===== config.mk =====
export PLATFORM = sky130hd
export DESIGN_NAME = afs_status_top
export DESIGN_NICKNAME = d
export VERILOG_FILES = /design/src/rtl/afs_pkg.sv /design/src/rtl/afs_mode_latch.sv /design/src/rtl/afs_dev_sequencer.sv /design/src/rtl/afs_group_mux.sv /design/src/rtl/afs_queue_pick.sv /design/src/rtl/afs_status_top.sv
export SDC_FILE = /design/constraint.sdc
export NUM_CORES = 1
export LEC_CHECK = 0
export BUFFER_PORTS_ARGS = -buffer_cell sky130_fd_sc_hd__buf_2
export CELL_PAD_IN_SITES_DETAIL_PLACEMENT = 0
export CELL_PAD_IN_SITES_GLOBAL_PLACEMENT = 2
export CORE_MARGIN = 2
export CORE_UTILIZATION = 27
export DETAILED_ROUTE_END_ITERATION = 10
export HOLD_SLACK_MARGIN = 0.08
export PLACE_DENSITY = 0.78
export SYNTH_ARGS = -nofsm -noshare
export SYNTH_HDL_FRONTEND = slang
export SYNTH_SLANG_ARGS = --single-unit

===== constraint.sdc =====
create_clock -name clk -period 2.3 [get_ports clk]
set_clock_uncertainty 0.2 [all_clocks]
set_input_delay 0.115 -clock clk [delete_from_list [all_inputs] [get_ports clk]]
set_output_delay 0.115 -clock clk [all_outputs]
set_load 0.005 [all_outputs]

===== src/rtl/afs_pkg.sv =====
// Package: shared types and helpers for the almost-flag status reporter.
// Assumes nothing beyond a single clock domain.
package afs_pkg;

    typedef enum logic {
        SCAN_DIRECT = 1'b0,
        SCAN_POLLED = 1'b1
    } scan_mode_e;

    localparam int unsigned QUEUES_PER_DEV = 4;

endpackage


===== src/rtl/afs_mode_latch.sv =====
// Module: holds the scan mode. It samples mode_in on every edge while
// reset is low and ignores it otherwise.
// Assumes: rst_n is synchronous and active low.
module afs_mode_latch
    import afs_pkg::*;
(
    input  logic       clk,
    input  logic       rst_n,
    input  logic       mode_in,
    output scan_mode_e mode_q
);

    // Capture the mode only during master reset.
    always_ff @(posedge clk) begin
        if (!rst_n) begin
            mode_q <= scan_mode_e'(mode_in);
        end
    end

endmodule


===== src/rtl/afs_dev_sequencer.sv =====
// Module: chooses which device is reported. In direct mode a strobe with
// an in-range address loads the index. In polled mode the index steps by
// one and wraps. dev_next is the value the index takes at the coming edge.
// Assumes: NUM_DEV >= 2.
module afs_dev_sequencer
    import afs_pkg::*;
#(
    parameter int unsigned NUM_DEV = 5,
    parameter int unsigned IDX_W   = $clog2(NUM_DEV)
) (
    input  logic             clk,
    input  logic             rst_n,
    input  scan_mode_e       mode,
    input  logic             strobe,
    input  logic [IDX_W-1:0] dev_addr,
    output logic [IDX_W-1:0] dev_next,
    output logic [IDX_W-1:0] dev_q
);

    localparam logic [IDX_W:0]   DEV_LIMIT = (IDX_W+1)'(NUM_DEV);
    localparam logic [IDX_W-1:0] DEV_LAST  = IDX_W'(NUM_DEV - 1);

    logic addr_ok;

    // Address range test for direct selection.
    always_comb begin
        addr_ok = ({1'b0, dev_addr} < DEV_LIMIT);
    end

    // Next device: wrap step when polled, strobe load when direct.
    always_comb begin
        dev_next = dev_q;
        if (mode == SCAN_POLLED) begin
            dev_next = (dev_q == DEV_LAST) ? '0 : dev_q + 1'b1;
        end else if (strobe && addr_ok) begin
            dev_next = dev_addr;
        end
    end

    // Device index register.
    always_ff @(posedge clk) begin
        if (!rst_n) begin
            dev_q <= '0;
        end else begin
            dev_q <= dev_next;
        end
    end

endmodule


===== src/rtl/afs_group_mux.sv =====
// Module: picks the flag nibble of the device that becomes current at the
// coming edge and registers it. It also registers the one-hot drive enable.
// Assumes: dev_sel is always below NUM_DEV.
module afs_group_mux
    import afs_pkg::*;
#(
    parameter int unsigned NUM_DEV = 5,
    parameter int unsigned IDX_W   = $clog2(NUM_DEV),
    parameter int unsigned Q_W     = QUEUES_PER_DEV,
    parameter int unsigned TOTAL   = NUM_DEV * Q_W
) (
    input  logic             clk,
    input  logic             rst_n,
    input  logic [TOTAL-1:0] flags_n,
    input  logic [IDX_W-1:0] dev_sel,
    output logic [Q_W-1:0]   bus_flags_n,
    output logic [NUM_DEV-1:0] bus_oe
);

    logic [NUM_DEV-1:0] hit;
    logic [Q_W-1:0]     nib [NUM_DEV];
    logic [Q_W-1:0]     bus_next;

    // Per-device decode and flag slice.
    for (genvar d = 0; d < NUM_DEV; d++) begin : g_dev
        assign hit[d] = (dev_sel == IDX_W'(d));
        assign nib[d] = flags_n[d*Q_W +: Q_W];

        // Drive-enable bit for this device.
        always_ff @(posedge clk) begin
            if (!rst_n) begin
                bus_oe[d] <= (d == 0);
            end else begin
                bus_oe[d] <= hit[d];
            end
        end
    end

    // Select the nibble of the chosen device (idle high if none).
    always_comb begin
        bus_next = '1;
        for (int d = 0; d < NUM_DEV; d++) begin
            if (hit[d]) begin
                bus_next = nib[d];
            end
        end
    end

    // Registered status bus, all flags inactive after reset.
    always_ff @(posedge clk) begin
        if (!rst_n) begin
            bus_flags_n <= '1;
        end else begin
            bus_flags_n <= bus_next;
        end
    end

endmodule


===== src/rtl/afs_queue_pick.sv =====
// Module: follows the flag of one queue across all devices. A select
// enable with an in-range queue number loads the choice. Out-of-range
// numbers are dropped.
// Assumes: TOTAL >= 2.
module afs_queue_pick #(
    parameter int unsigned TOTAL = 20,
    parameter int unsigned SEL_W = $clog2(TOTAL)
) (
    input  logic             clk,
    input  logic             rst_n,
    input  logic             sel_en,
    input  logic [SEL_W-1:0] sel_addr,
    input  logic [TOTAL-1:0] flags_n,
    output logic [SEL_W-1:0] sel_q,
    output logic             single_flag_n
);

    localparam logic [SEL_W:0] SEL_LIMIT = (SEL_W+1)'(TOTAL);

    logic [SEL_W-1:0] sel_next;

    // Next selected queue.
    always_comb begin
        sel_next = sel_q;
        if (sel_en && ({1'b0, sel_addr} < SEL_LIMIT)) begin
            sel_next = sel_addr;
        end
    end

    // Selection and flag registers.
    always_ff @(posedge clk) begin
        if (!rst_n) begin
            sel_q         <= '0;
            single_flag_n <= 1'b1;
        end else begin
            sel_q         <= sel_next;
            single_flag_n <= flags_n[sel_next];
        end
    end

endmodule


===== src/rtl/afs_status_top.sv =====
// Module: top of the almost-flag status reporter. It joins the mode latch,
// the device sequencer, the bus mux and the single-queue picker.
// Assumes: one clock, synchronous active-low master reset.
module afs_status_top
    import afs_pkg::*;
#(
    parameter int unsigned NUM_DEV = 5,
    parameter int unsigned IDX_W   = $clog2(NUM_DEV),
    parameter int unsigned Q_W     = QUEUES_PER_DEV,
    parameter int unsigned TOTAL   = NUM_DEV * Q_W,
    parameter int unsigned SEL_W   = $clog2(TOTAL)
) (
    input  logic               clk,
    input  logic               rst_n,
    input  logic               mode_in,
    input  logic               strobe,
    input  logic [IDX_W-1:0]   dev_addr,
    input  logic               sel_en,
    input  logic [SEL_W-1:0]   sel_addr,
    input  logic [TOTAL-1:0]   flags_n,
    output logic [Q_W-1:0]     bus_flags_n,
    output logic [NUM_DEV-1:0] bus_oe,
    output logic [IDX_W-1:0]   bus_dev,
    output logic               single_flag_n
);

    scan_mode_e       mode_q;
    logic [IDX_W-1:0] dev_next;
    logic [SEL_W-1:0] sel_q;

    afs_mode_latch u_mode (
        .clk     (clk),
        .rst_n   (rst_n),
        .mode_in (mode_in),
        .mode_q  (mode_q)
    );

    afs_dev_sequencer #(
        .NUM_DEV (NUM_DEV),
        .IDX_W   (IDX_W)
    ) u_seq (
        .clk      (clk),
        .rst_n    (rst_n),
        .mode     (mode_q),
        .strobe   (strobe),
        .dev_addr (dev_addr),
        .dev_next (dev_next),
        .dev_q    (bus_dev)
    );

    afs_group_mux #(
        .NUM_DEV (NUM_DEV),
        .IDX_W   (IDX_W),
        .Q_W     (Q_W),
        .TOTAL   (TOTAL)
    ) u_mux (
        .clk         (clk),
        .rst_n       (rst_n),
        .flags_n     (flags_n),
        .dev_sel     (dev_next),
        .bus_flags_n (bus_flags_n),
        .bus_oe      (bus_oe)
    );

    afs_queue_pick #(
        .TOTAL (TOTAL),
        .SEL_W (SEL_W)
    ) u_pick (
        .clk           (clk),
        .rst_n         (rst_n),
        .sel_en        (sel_en),
        .sel_addr      (sel_addr),
        .flags_n       (flags_n),
        .sel_q         (sel_q),
        .single_flag_n (single_flag_n)
    );

endmodule


==> results of run 1 <==
[final cells by class]
cell class	count	share of cell area (%)
repair buffers	58	21.4
clock buffers	4	2.81
inverters	6	1.41
flip-flops and latches	19	24.4
multi-input cells	106	46.0
well taps	52	4.06
[sequential cells by signal, indices dropped and copies added (netlist names)]
signal	cells
u_mux.bus_oe	5
u_pick.sel_q	5
u_mux.bus_flags_n	4
u_seq.dev_q	3
u_mode.mode_q	1
u_pick.single_flag_n	1
[timing repair]
action,in CTS,in global routing
hold endpoints to repair,9,0
setup endpoints to repair,0,0
gates resized for setup,0,0
buffers inserted,0,0
hold buffers,8,0
[kinds of logic (layout without fill, tap and decap cells)]
| group | count (synthesis) | in the layout |
|---|---|---|
| AO/OA/AOI/OAI | 31 | 31 |
| adder cells (fa/ha/maj) | 2 | 2 |
| buffers and inverters | 12 | 68 |
| flip-flops | 19 | 19 |
| multiplexers | 15 | 15 |
| AND/OR/NAND/NOR | 58 | 58 |
[final timing paths]
kind	from	end	slack [ps]	cells after the start
setup / recovery	u_seq.dev_q[0]$_SDFF_PN0_	u_mux.bus_flags_n[0]$_SDFF_PN1_	230	8
hold / removal	flags_n[13]	u_mux.bus_flags_n[1]$_SDFF_PN1_	90	3
setup reg to reg	u_seq.dev_q[0]$_SDFF_PN0_	u_mux.bus_flags_n[0]$_SDFF_PN1_	230	8
hold reg to reg	u_pick.sel_q[1]$_SDFF_PN0_	u_pick.sel_q[1]$_SDFF_PN0_	400	2
[routing by layer]
layer | part of all wire [%] | up-vias
li1 | - | 619
met4 | 0.67 | 0
met1 | 49 | 552
met3 | 5.6 | 2
met2 | 45 | 45
met5 | 0 | -
[placed cells by master, fill, tap and decap left out, drive strengths merged, types with 3 or more instances in the layout]
cell type	netlist	layout
inv	6	6
dfxtp	18	18
mux2	3	3
nand3b	3	3
mux2i	11	11
o21ai	6	6
nor2b	4	4
nand2	14	14
buf	6	50
nor3	12	12
o311ai	3	3
clkbuf	0	4
a31oi	4	4
nor2	11	11
dlygate4sd3	0	8
and2	5	5
a21oi	3	3
[worst register-to-register path: stages, from the launching register on]
cell and delay (ps):
dfxtp_1 370, inv_1 70, ha_1 200, o21ai_0 150, a31oi_1 170, buf_4 210, nor3_1 280, nor3b_1 240
a31oi_1 60
[per-stage QoR]
step | utilization, % | area [µm²]
after floorplan | - | 1200
after detailed placement | 34.2 | 1480
after CTS | 37.1 | 1600
final | 37.1 | 1600
after global routing | 37.1 | 1600
after global placement | 34.2 | 1480
[where the power goes]
group,total (µW),internal (µW),switching [µW]
clock,234,123,111
combinational,305,148,156
sequential,380,366,14.3
==> results.toml, run 1 <==
[synth]
synth-simple-area-share_pct = 25.0
netlist_area_um2 = 1200
ys.flop_type = "dfxtp_1"
synth_xor_area_share_pct = 0
synth_largest_area_cell = "dfxtp_1"
syn-num-nets = 172
synthAdderAreaFrac_pct = 2.09
yosysTopAreaCellShare_pct = 30.1
synthMuxAreaShare_pct = 14.5
synth_seq_cells = 19
synth_area_leaders = "dfxtp_1 30%, mux2i_1 8.4%, nor3_1 5.0%"
yosysWarnings = 0
synth_cell_types = 47
synthTopCellsByCount = "18 x dfxtp_1, 14 x nand2_1, 12 x nor3_1"
synth_top_family_by_area = "simple AND/OR/NAND/NOR gates"
ys_seq_area_share_pct = 32.6
syn_area_per_cell_um2 = 8.74
synth_edf_count = 1
yosysMostFrequentCell = "dfxtp_1"
synthArstFlopShare_pct = 0
synth_compound_area_share_pct = 20.0
syn_inst = 137

[floorplanning]
rows = 24
start_util_pct = 27.7
ios = 46
die_area_um2 = 4980
die_y_um = 70.6
die_w_um = 70.6
core_um2 = 4320

[place]
io_buffers = 45
place.gp.congestion = 0.779
place_ws_ps = 236
dp.cells = 233
dp_hpwl_um = 2710

[critical_path]
worst-path-max-fanout = 9
cp_common_cell = "a31oi_1"
crit_path_end_kind = "flop"
crit_buf_inv = 2
cp_slowest_cell = "dfxtp_1"
crit_type = "reg -> reg"
start_kind = "flop"
path_cells = "inv_1 -> ha_1 -> o21ai_0 -> a31oi_1 -> buf_4 -> nor3_1 -> nor3b_1 -> a31oi_1"
critPathArrivalTime_ps = 2010
cpLargestDelayFamily = "simple AND/OR/NAND/NOR gates"
worstPathRequired_ps = 2240
slowest_delay_ps = 370

[power]
total_leakage_power_uw = 0.000709
power.total_uw = 918
power_density_nw_per_um2 = 573
ir_drop_v = 0.000293

[detailed_routing]
routedWlPerCell_um = 14.1
wl_um = 3460
drc_errors = 0
firstDrtPassIters = 4
drtAntennaViolNets = 0
via_count = 1218
drtIter0Drc = 23
vias_per_cell = 4.97

[timing]
tightest_slew_ps = 435
rsz0062_at_grt = "false"
hold_slack_ps = 85.9
hold_viol = 0
period_needed_ps = 2070
clock.fmax_mhz = 483
report.final.setup_viol = 0
fin_tns_setup_ps = 0
finalMaxSlewViolations = 0
layout_setup_ws_ps = 229
layout_worst_path_cycle_share_pct = 90.0
slew_headroom_pct = 71.0

[clock_network]
cts_sinks = 19
path_clk_slew_ps = 70
clock_path_buffers = 2
cts_tree = "done"
clockRootBuffer = "clkbuf_8"
htree_num_levels = 1
clk_latency_ps = 250
numCtsBuffers = 3

[finish]
drive_above_1_share_pct = 34.2
regArea_um2 = 390
finish.net_count = 229
diodes = 0
multi_input_area_um2 = 737
final.fill_count = 453
area_growth_pct = 33.9
instances_no_fill = 245

[global_route]
grt_util_met2_pct = 22.3
met3_usage_pct = 2.71
busiest_layer = "met2"
grtUsageMet1_pct = 18.9
grt_pass1_wl_um = 5610
track_usage_pct = 13.9
grt.overflow.total = 0
grt_max_degree = 13
antenna_found_initial = 0
grt_pass1_vias = 1234

[run]
drv_cap = 0

[status]
status = "complete, no violations"

[hold_path]
hp-class = "in -> reg"
(Power assumes the default switching activity.)
==> inputs of run 2 (changes only) <==
--- a/config.mk
+++ b/config.mk
@@ -8,6 +8,7 @@
 export BUFFER_PORTS_ARGS = -buffer_cell sky130_fd_sc_hd__buf_2
 export CELL_PAD_IN_SITES_DETAIL_PLACEMENT = 0
 export CELL_PAD_IN_SITES_GLOBAL_PLACEMENT = 2
+export CORE_ASPECT_RATIO = 1.75
 export CORE_MARGIN = 2
 export CORE_UTILIZATION = 27
 export DETAILED_ROUTE_END_ITERATION = 10
==> run 2 against run 1 <==
Maximum frequency shrank 2.4%. Design area is 0.86% higher. Clock power up 3%. Critical path type unchanged. Largest cell class unchanged. Highest routed layer unchanged.
==> results.toml, run 2 (synthesized netlist as in run 1, its figures left out) <==
[status]
status = "complete, no violations"

[global_route]
grt.overflow.total = 0
grt_max_degree = 13
grt_pass1_wl_um = 5800
grt_pass1_vias = 1306
track_usage_pct = 15.8
antenna_found_initial = 0

[detailed_routing]
drtAntennaViolNets = 0
firstDrtPassIters = 4
routedWlPerCell_um = 15.5
drtIter0Drc = 13
drc_errors = 0
wl_um = 3800
via_count = 1240
vias_per_cell = 5.06

[power]
ir_drop_v = 0.000444
total_leakage_power_uw = 0.000716
power_density_nw_per_um2 = 579

[run]
drv_cap = 0

[finish]
finish.net_count = 230
top_regs = "u_mux.bus_oe: 5 flops, u_pick.sel_q: 5 flops, u_mux.bus_flags_n: 4 flops"
area_growth_pct = 35.0
diodes = 0
layout_common_cells = "45 x buf_2, 18 x dfxtp_1, 14 x nand2_1, 12 x nor3_1, 11 x nor2_1"
fin_area_um2 = 1620
drive_above_1_share_pct = 35.6
final.fill_count = 469
final_common_cell = "buf_2"

[place]
io_buffers = 45
placed_area_um2 = 1480
dp_hpwl_um = 3130
place.gp.congestion = 0.910
place_ws_ps = 88.2

[critical_path]
critPathArrivalTime_ps = 2070
worstPathRequired_ps = 2250
crit_type = "reg -> reg"
crit_path_end_kind = "flop"
worst-path-max-fanout = 9
start_kind = "flop"

[clock_network]
clock_path_buffers = 2
clockRootBuffer = "clkbuf_8"
htree_num_levels = 1
clk_latency_ps = 250
path_clk_slew_ps = 80
numCtsBuffers = 3
cts_sinks = 19
cts_tree = "done"

[timing]
layout_setup_ws_ps = 178
finalMaxSlewViolations = 0
tightest_slew_ps = 486
period_needed_ps = 2120
report.final.setup_viol = 0
hold_viol = 0
layout_worst_path_cycle_share_pct = 92.3
rsz0062_at_grt = "false"
fin_tns_setup_ps = 0
slew_headroom_pct = 67.6
clock.fmax_mhz = 471

[floorplanning]
die_area_um2 = 5000
die_y_um = 92.1
rows = 32
start_util_pct = 27.7
ios = 46
core_um2 = 4320
die_w_um = 54.3

[hold_path]
hp-class = "in -> reg"
run 2: changes by cell type in the layout (fill, tap and decap cells not counted), sizes merged:
cell	delta
buf	+1
clkbuf	-1
clkinv	+1
run 2: metrics by stage:
step / hold slack [ps] / total power, µW / util [%] / std cells
after detailed placement: 101 / 691 / 34.3 / 233
after floorplan: 13.9 / 575 / - / 137
final: 89.1 / 936 / 37.4 / 245
after CTS: 85.0 / 946 / 37.2 / 245
after global placement: 101 / 688 / 34.3 / 233
after global routing: 133 / 989 / 37.4 / 245
run 2: timing repair:
action | in CTS | in global routing
buffers inserted | 0 | 0
endpoints found under the setup margin | 0 | 5
gates resized for setup | 0 | 1
hold buffers | 8 | 0
endpoints found under the hold margin | 8 | 0
run 2: layout make-up:
type                    count  area (µm²)  share of cell area [%]
multi-input cells         106         743                    46.0
clock buffers               3        41.3                    2.55
inverters                   6        22.5                    1.39
repair buffers             59         350                    21.7
well taps                  51        63.8                    3.95
flip-flops and latches     19         390                    24.1
clock inverters             1        5.00                   0.310
run 2: worst max-delay path: stages (launching register included):
cell	delay, ps
dfxtp_1	380
inv_1	80
ha_1	210
o21ai_0	200
a31oi_2	230
buf_4	210
nor3_1	160
a31oi_1	60
o31a_2	270
run 2: worst paths after layout:
check | from | end | slack (ps) | cells past startpoint
setup / recovery | u_seq.dev_q[0]$_SDFF_PN0_ | u_mux.bus_flags_n[3]$_SDFF_PN1_ | 180 | 8
hold / removal | flags_n[14] | u_mux.bus_flags_n[2]$_SDFF_PN1_ | 90 | 3
setup reg to reg | u_seq.dev_q[0]$_SDFF_PN0_ | u_mux.bus_flags_n[3]$_SDFF_PN1_ | 180 | 8
hold reg to reg | u_pick.sel_q[4]$_SDFF_PN0_ | u_pick.sel_q[4]$_SDFF_PN0_ | 410 | 3
run 2: metal layers:
| layer | track usage (%) | wire length [µm] | vias up |
|---|---|---|---|
| met1 | 14.8 | 1390 | 573 |
| met3 | 3.26 | 179 | 8 |
| li1 | - | - | 618 |
| met2 | 30.4 | 2120 | 41 |
| met4 | 6.46 | 102 | 0 |
| met5 | 0 | 0 | - |
run 2: where the power goes:
part | internal (µW) | leakage, µW | switching (µW)
sequential | 366 | 0.000158 | 13.7
combinational | 152 | 0.000533 | 162
clock | 120 | 0.0000255 | 122
total | 638 | 0.000716 | 297
